[src/rtl/vend_pkg.sv]
package vend_pkg;
   typedef enum logic [1:0] {
      COIN_NONE  = 2'd0,
      COIN_SMALL = 2'd1,
      COIN_LARGE = 2'd2
   } coin_sel_e;

   typedef enum logic {
      ST_IDLE = 1'b0,
      ST_HELD = 1'b1
   } buy_state_e;
endpackage

[src/rtl/vend_sat_add.sv]
module vend_sat_add #(
   parameter int W        = 8,
   parameter bit SATURATE = 1'b1
) (
   input  logic [W-1:0] a_i,
   input  logic [W-1:0] b_i,
   output logic [W-1:0] y_o
);
   localparam logic [W-1:0] MAXV = {W{1'b1}};
   logic [W:0] wide;

   assign wide = {1'b0, a_i} + {1'b0, b_i};

   generate
      if (SATURATE) begin : g_sat
         assign y_o = wide[W] ? MAXV : wide[W-1:0];
      end else begin : g_wrap
         assign y_o = wide[W-1:0];
      end
   endgenerate
endmodule

[src/rtl/vend_datapath.sv]
module vend_datapath
   import vend_pkg::*;
#(
   parameter int SUM_W    = 8,
   parameter int SMALL_V  = 2,
   parameter int LARGE_V  = 5
) (
   input  logic             clk,
   input  logic             rst,
   input  coin_sel_e        coin_sel_i,
   input  logic             sub_en_i,
   input  logic [SUM_W-1:0] price_i,
   output logic             enough_o,
   output logic [SUM_W-1:0] credit_o
);
   localparam logic [SUM_W-1:0] MAXV   = {SUM_W{1'b1}};
   localparam logic [SUM_W-1:0] SMALLW = SUM_W'(SMALL_V);
   localparam logic [SUM_W-1:0] LARGEW = SUM_W'(LARGE_V);

   logic [SUM_W-1:0] credit_q, base, coin_val, next_credit;

   assign enough_o = (credit_q >= price_i);
   assign base     = sub_en_i ? (credit_q - price_i) : credit_q;

   always_comb begin
      unique case (coin_sel_i)
         COIN_SMALL: coin_val = SMALLW;
         COIN_LARGE: coin_val = LARGEW;
         default:    coin_val = '0;
      endcase
   end

   vend_sat_add #(.W(SUM_W), .SATURATE(1'b1)) i_add (
      .a_i(base),
      .b_i(coin_val),
      .y_o(next_credit)
   );

   always_ff @(posedge clk) begin
      if (rst) credit_q <= '0;
      else     credit_q <= next_credit;
   end

   assign credit_o = credit_q;

   AST_NO_OVERFLOW: assert property (@(posedge clk) disable iff (rst)
      (coin_sel_i != COIN_NONE && !sub_en_i && credit_q == MAXV) |=> credit_q == MAXV);
   AST_IDLE_HOLDS: assert property (@(posedge clk) disable iff (rst)
      (coin_sel_i == COIN_NONE && !sub_en_i) |=> credit_q == $past(credit_q));
   AST_SUB_COVERED: assert property (@(posedge clk) disable iff (rst)
      sub_en_i |-> enough_o);
endmodule

[src/rtl/vend_fsm.sv]
module vend_fsm
   import vend_pkg::*;
(
   input  logic      clk,
   input  logic      rst,
   input  logic      coin_two_i,
   input  logic      coin_five_i,
   input  logic      buy_i,
   input  logic      enough_i,
   output coin_sel_e coin_sel_o,
   output logic      sub_en_o,
   output logic      release_o,
   output logic      alarm_o
);
   buy_state_e state_q, state_d;
   logic       take;

   assign take = (state_q == ST_IDLE) && buy_i;

   always_comb begin
      if (coin_two_i)       coin_sel_o = COIN_SMALL;
      else if (coin_five_i) coin_sel_o = COIN_LARGE;
      else                  coin_sel_o = COIN_NONE;
   end

   assign sub_en_o = take && enough_i;

   always_comb begin
      state_d = state_q;
      unique case (state_q)
         ST_IDLE: if (buy_i)  state_d = ST_HELD;
         ST_HELD: if (!buy_i) state_d = ST_IDLE;
         default: state_d = ST_IDLE;
      endcase
   end

   always_ff @(posedge clk) begin
      if (rst) begin
         state_q   <= ST_IDLE;
         release_o <= 1'b0;
         alarm_o   <= 1'b0;
      end else begin
         state_q   <= state_d;
         release_o <= take && enough_i;
         alarm_o   <= take && !enough_i;
      end
   end

   AST_EXCLUSIVE: assert property (@(posedge clk) disable iff (rst)
      !(release_o && alarm_o));
   AST_HELD_QUIET: assert property (@(posedge clk) disable iff (rst)
      (state_q == ST_HELD) |=> (!release_o && !alarm_o));
   AST_REL_PULSE: assert property (@(posedge clk) disable iff (rst)
      release_o |=> !release_o);
   AST_ALM_PULSE: assert property (@(posedge clk) disable iff (rst)
      alarm_o |=> !alarm_o);
   AST_TWO_WINS: assert property (@(posedge clk) disable iff (rst)
      (coin_two_i && coin_five_i) |-> coin_sel_o == COIN_SMALL);
endmodule

[src/rtl/vend_ctrl.sv]
module vend_ctrl
   import vend_pkg::*;
#(
   parameter int SUM_W   = 8,
   parameter int SMALL_V = 2,
   parameter int LARGE_V = 5
) (
   input  logic             clk,
   input  logic             rst,
   input  logic [SUM_W-1:0] price_i,
   input  logic             coin_two_i,
   input  logic             coin_five_i,
   input  logic             buy_i,
   output logic             release_o,
   output logic             alarm_o,
   output logic [SUM_W-1:0] credit_o
);
   localparam int MAX_CREDIT = (1 << SUM_W) - 1;

   initial begin
      assert (SUM_W >= 4 && SUM_W <= 24) else $error("SUM_W out of range");
      assert (SMALL_V > 0 && SMALL_V <= MAX_CREDIT) else $error("SMALL_V out of range");
      assert (LARGE_V > 0 && LARGE_V <= MAX_CREDIT) else $error("LARGE_V out of range");
   end

   coin_sel_e coin_sel;
   logic      sub_en, enough;

   vend_fsm i_fsm (
      .clk(clk), .rst(rst),
      .coin_two_i(coin_two_i), .coin_five_i(coin_five_i),
      .buy_i(buy_i), .enough_i(enough),
      .coin_sel_o(coin_sel), .sub_en_o(sub_en),
      .release_o(release_o), .alarm_o(alarm_o)
   );

   vend_datapath #(.SUM_W(SUM_W), .SMALL_V(SMALL_V), .LARGE_V(LARGE_V)) i_dp (
      .clk(clk), .rst(rst),
      .coin_sel_i(coin_sel), .sub_en_i(sub_en), .price_i(price_i),
      .enough_o(enough), .credit_o(credit_o)
   );

   AST_RST_CLEAR: assert property (@(posedge clk)
      rst |=> (credit_o == '0 && !release_o && !alarm_o));
endmodule

[config.mk]
export PLATFORM = sky130hd
export DESIGN_NAME = vend_ctrl
export DESIGN_NICKNAME = d
export VERILOG_FILES = /design/src/rtl/vend_pkg.sv /design/src/rtl/vend_sat_add.sv /design/src/rtl/vend_datapath.sv /design/src/rtl/vend_fsm.sv /design/src/rtl/vend_ctrl.sv
export SDC_FILE = /design/constraint.sdc
export NUM_CORES = 1
export LEC_CHECK = 0
export BUFFER_PORTS_ARGS = -buffer_cell sky130_fd_sc_hd__buf_4
export CAP_MARGIN = 20
export CORE_ASPECT_RATIO = 0.9
export CORE_MARGIN = 4
export CORE_UTILIZATION = 25
export DETAILED_ROUTE_END_ITERATION = 10
export GPL_ROUTABILITY_DRIVEN = 0
export HOLD_SLACK_MARGIN = 0.15
export PLACE_DENSITY_LB_ADDON = 0.2
export SYNTH_ARGS = -nofsm -noshare
export SYNTH_HDL_FRONTEND = slang
export SYNTH_SLANG_ARGS = --single-unit
[constraint.sdc]
create_clock -name clk -period 3.26 [get_ports clk]
set_clock_uncertainty 0.15 [all_clocks]
set_input_delay 0.652 -clock clk [delete_from_list [all_inputs] [get_ports clk]]
set_output_delay 0.652 -clock clk [all_outputs]
set_load 0.01 [all_outputs]
==> impl_metrics.ini <==
[routing]
via_count = 1266
drc = 0
avgViaCountPerCell = 4.80
firstDrtPassIters = 4
antenna_left = 0
drt-total-wl_um = 3440
first_iter_violations = 55
wl_per_cell_um = 13.0

[cells_and_area]
final_core_util_pct = 39.3
fin_area_mm2 = 0.00180
layout-drive-gt1-share_pct = 41.6
finalNetCount = 229
syn2layout_area_growth_pct = 48.5
antenna_cells = 0
fin_cells = 264

[logic_synthesis]
synth_area_leader_cell = dfxtp_1
netlist_area_mm2 = 0.00121
synth_ff_type = dfxtp_1
synth_simple_gate_area_share_pct = 20.7
synth_seq_area_share_pct = 18.2
synth_top_area_share_pct = 18.2
syn_nets = 173
synthTopCellsByArea = dfxtp_1 (18%), ha_1 (11%), inv_1 (5.3%)
ys_async_sr_fraction_pct = 0
synth_xor_area_share_pct = 7.24
ys_seq_elements = 11
synth_compound_area_share_pct = 29.9
yosys.cell_types.count = 51
postSynthAreaPerCell_um2 = 8.23
synth_fa_ha_area_share_pct = 14.7
synthMuxAreaShare_pct = 2.07
synth-edff-count = 0
yosys_warnings = 0
synth_top_family_by_area = compound AO/OA/AOI/OAI gates
synthCells = 147

[clock_tree]
clock_path_buffers = 2
hold_buffers = 0
h-tree-depth = 1
cts.sinks = 11
path_clk_slew_ns = 0.05
root_buffer = clkbuf_8
insertion_delay_ns = 0.24
cts_buffers = 3
tritoncts = built

[timing]
slew_headroom_pct = 64.0
period_minus_slack_ns = 3.27
finalCritPeriodShare_pct = 100
drv_slew = 0
tns_ns = -0.00731
fin_ws_ns = -0.00731
hold_viol_final = 0
finalSetupViolCount = 1
rsz0062_at_grt = yes
whs_ns = 0.416
fmax_mhz = 306
worst_pin_slew_ns = 0.540

[global_routing]
grt-ovfl-total = 0
grt_max_degree = 11
grt_first_pass_wirelength_um = 6010
grt_pass1_vias = 1277
antenna_found_initial = 0
grt_use_total_pct = 12.6

[critical_path]
r2r_slack_ns = 0.07
timing.rr.start = i_dp.credit_o[0]
end_kind = register
required_ns = 3.28
path_max_fanout = 6
r2r-end = i_dp.credit_o[4]
critical_path_class = in -> reg
arrival_ns = 3.29
rr_worst_depth = 18
critPathLaunchType = input port

[floorplan]
die_area_mm2 = 0.00602
core.rowCount = 23
fp.dieW_um = 81.3
fp.dieH_um = 74.0
io_pins = 23
core-area_mm2 = 0.00458
initial_core_util_pct = 26.4

[pwr]
p_int_mw = 0.398
p_comb_share_pct = 53.5
power.net_switching_mw = 0.242
sw_frac_of_total_pct = 37.8
power_density_mw_per_mm2 = 356
irDropWorstVdd_uv = 113
p_seq_share_pct = 24.4
clkPwrFrac_pct = 22.1
finalPower_mw = 0.640
p_leak_nw = 0.837

[hold_path]
hp-start = i_fsm.state_q
hold_path.class = reg -> reg
hold_depth = 2
worst_hold_path.endpoint = i_fsm.alarm_o

[placed_design]
pre_cts_ws_ns = -0.299
dp_cells = 255
postPlaceCellArea_mm2 = 0.00167
portBuffers = 22
dp_hpwl_um = 2890

[outcome]
status = finished with violations
violations = negative setup slack

[run]
max_cap_viol_count = 0
## cells by family after synthesis
group	count (synthesis)
simple gates	47
compound gates	43
buf+inv	21
fa+ha+maj	13
flops	11
xor+xnor	10
mux	2
## worst max-delay path by stage
stage | from | to
2_1_floorplan | price_i[0] | i_dp.credit_o[4]
3_3_place_gp | price_i[0] | i_dp.credit_o[5]
3_5_place_dp | price_i[0] | i_dp.credit_o[4]
4_1_cts | price_i[0] | i_dp.credit_o[4]
5_1_grt | price_i[0] | i_dp.credit_o[4]
6_report | price_i[0] | i_dp.credit_o[4]
## critical path, stage by stage
cell	delay, ns
buf_6	0.07
ha_4	0.12
inv_2	0.03
fa_2	0.36
a211oi_4	0.24
o21ai_2	0.09
a22oi_2	0.28
nand2_1	0.08
o21ai_1	0.09
ha_2	0.20
inv_2	0.04
fa_2	0.35
nor2b_2	0.15
or2_4	0.16
nand2_2	0.06
xnor2_1	0.12
nand2_1	0.07
a31oi_1	0.11
## cells in the final DEF (no fill, tap or decap), types with 2 or more instances in the layout
| master | synthesis | layout |
|---|---|---|
| o211a_1 | 2 | 2 |
| a21oi_1 | 9 | 8 |
| nand2_1 | 12 | 10 |
| xor2_1 | 4 | 4 |
| nand2b_1 | 4 | 4 |
| a21o_1 | 3 | 3 |
| o21ai_0 | 6 | 3 |
| a2111oi_2 | 1 | 2 |
| nor2_1 | 8 | 7 |
| buf_4 | 0 | 54 |
| dfxtp_1 | 11 | 11 |
| nand4_1 | 2 | 2 |
| or3_1 | 3 | 3 |
| nand3b_1 | 2 | 2 |
| nand3_1 | 3 | 3 |
| and3_1 | 2 | 2 |
| nand2_2 | 0 | 2 |
| a31oi_1 | 2 | 2 |
| xnor2_1 | 6 | 6 |
| ha_1 | 11 | 9 |
| o21ai_1 | 2 | 4 |
| o21ai_2 | 1 | 2 |
| a211oi_2 | 2 | 2 |
| clkbuf_8 | 0 | 3 |
| inv_2 | 0 | 2 |
| inv_1 | 17 | 15 |
| nor2b_1 | 4 | 3 |
| fa_2 | 0 | 2 |
## layout make-up
cell class              count  area (um^2)
inverters                  17         63.8
well taps                  62         77.6
fillers                   455         2780
clock buffers               4         45.0
multi-input cells         115          973
repair buffers             55          417
flip-flops and latches     11          220
## registers in the layout, indices dropped and copies added (netlist names)
name             flops
i_fsm.alarm_o        1
i_fsm.state_q        1
i_fsm.release_o      1
i_dp.credit_o        8
## routing by layer
metal	GRT usage (%)	wire (um)	up-vias
li1	-	-	640
met1	16.8	1540	592
met2	20.8	1710	30
met3	2.54	161	4
met4	3.19	34	0
met5	0	0	-
## Yosys cell counts (3+ instances only)
cell type  count
xnor2_1        6
a21o_1         3
nand3_1        3
nand2_1       12
xor2_1         4
ha_1          11
nor2_1         8
nand2b_1       4
a21oi_1        9
inv_1         17
dfxtp_1       11
o21ai_0        6
nor2b_1        4
or3_1          3
## power by group through the flow
stage	Combinational, mW	Sequential (mW)	Clock, mW
6_report	0.342	0.156	0.141
5_1_grt	0.379	0.158	0.154
4_1_cts	0.315	0.156	0.145
3_5_place_dp	0.310	0.159	0
3_3_place_gp	0.310	0.159	0
2_1_floorplan	0.186	0.163	0
## repair_timing
action                     CTS  global route
pin swaps                    2             6
resized for setup            2            10
setup buffers                1             4
setup endpoints to repair    8             8
(Power assumes the default switching activity.)
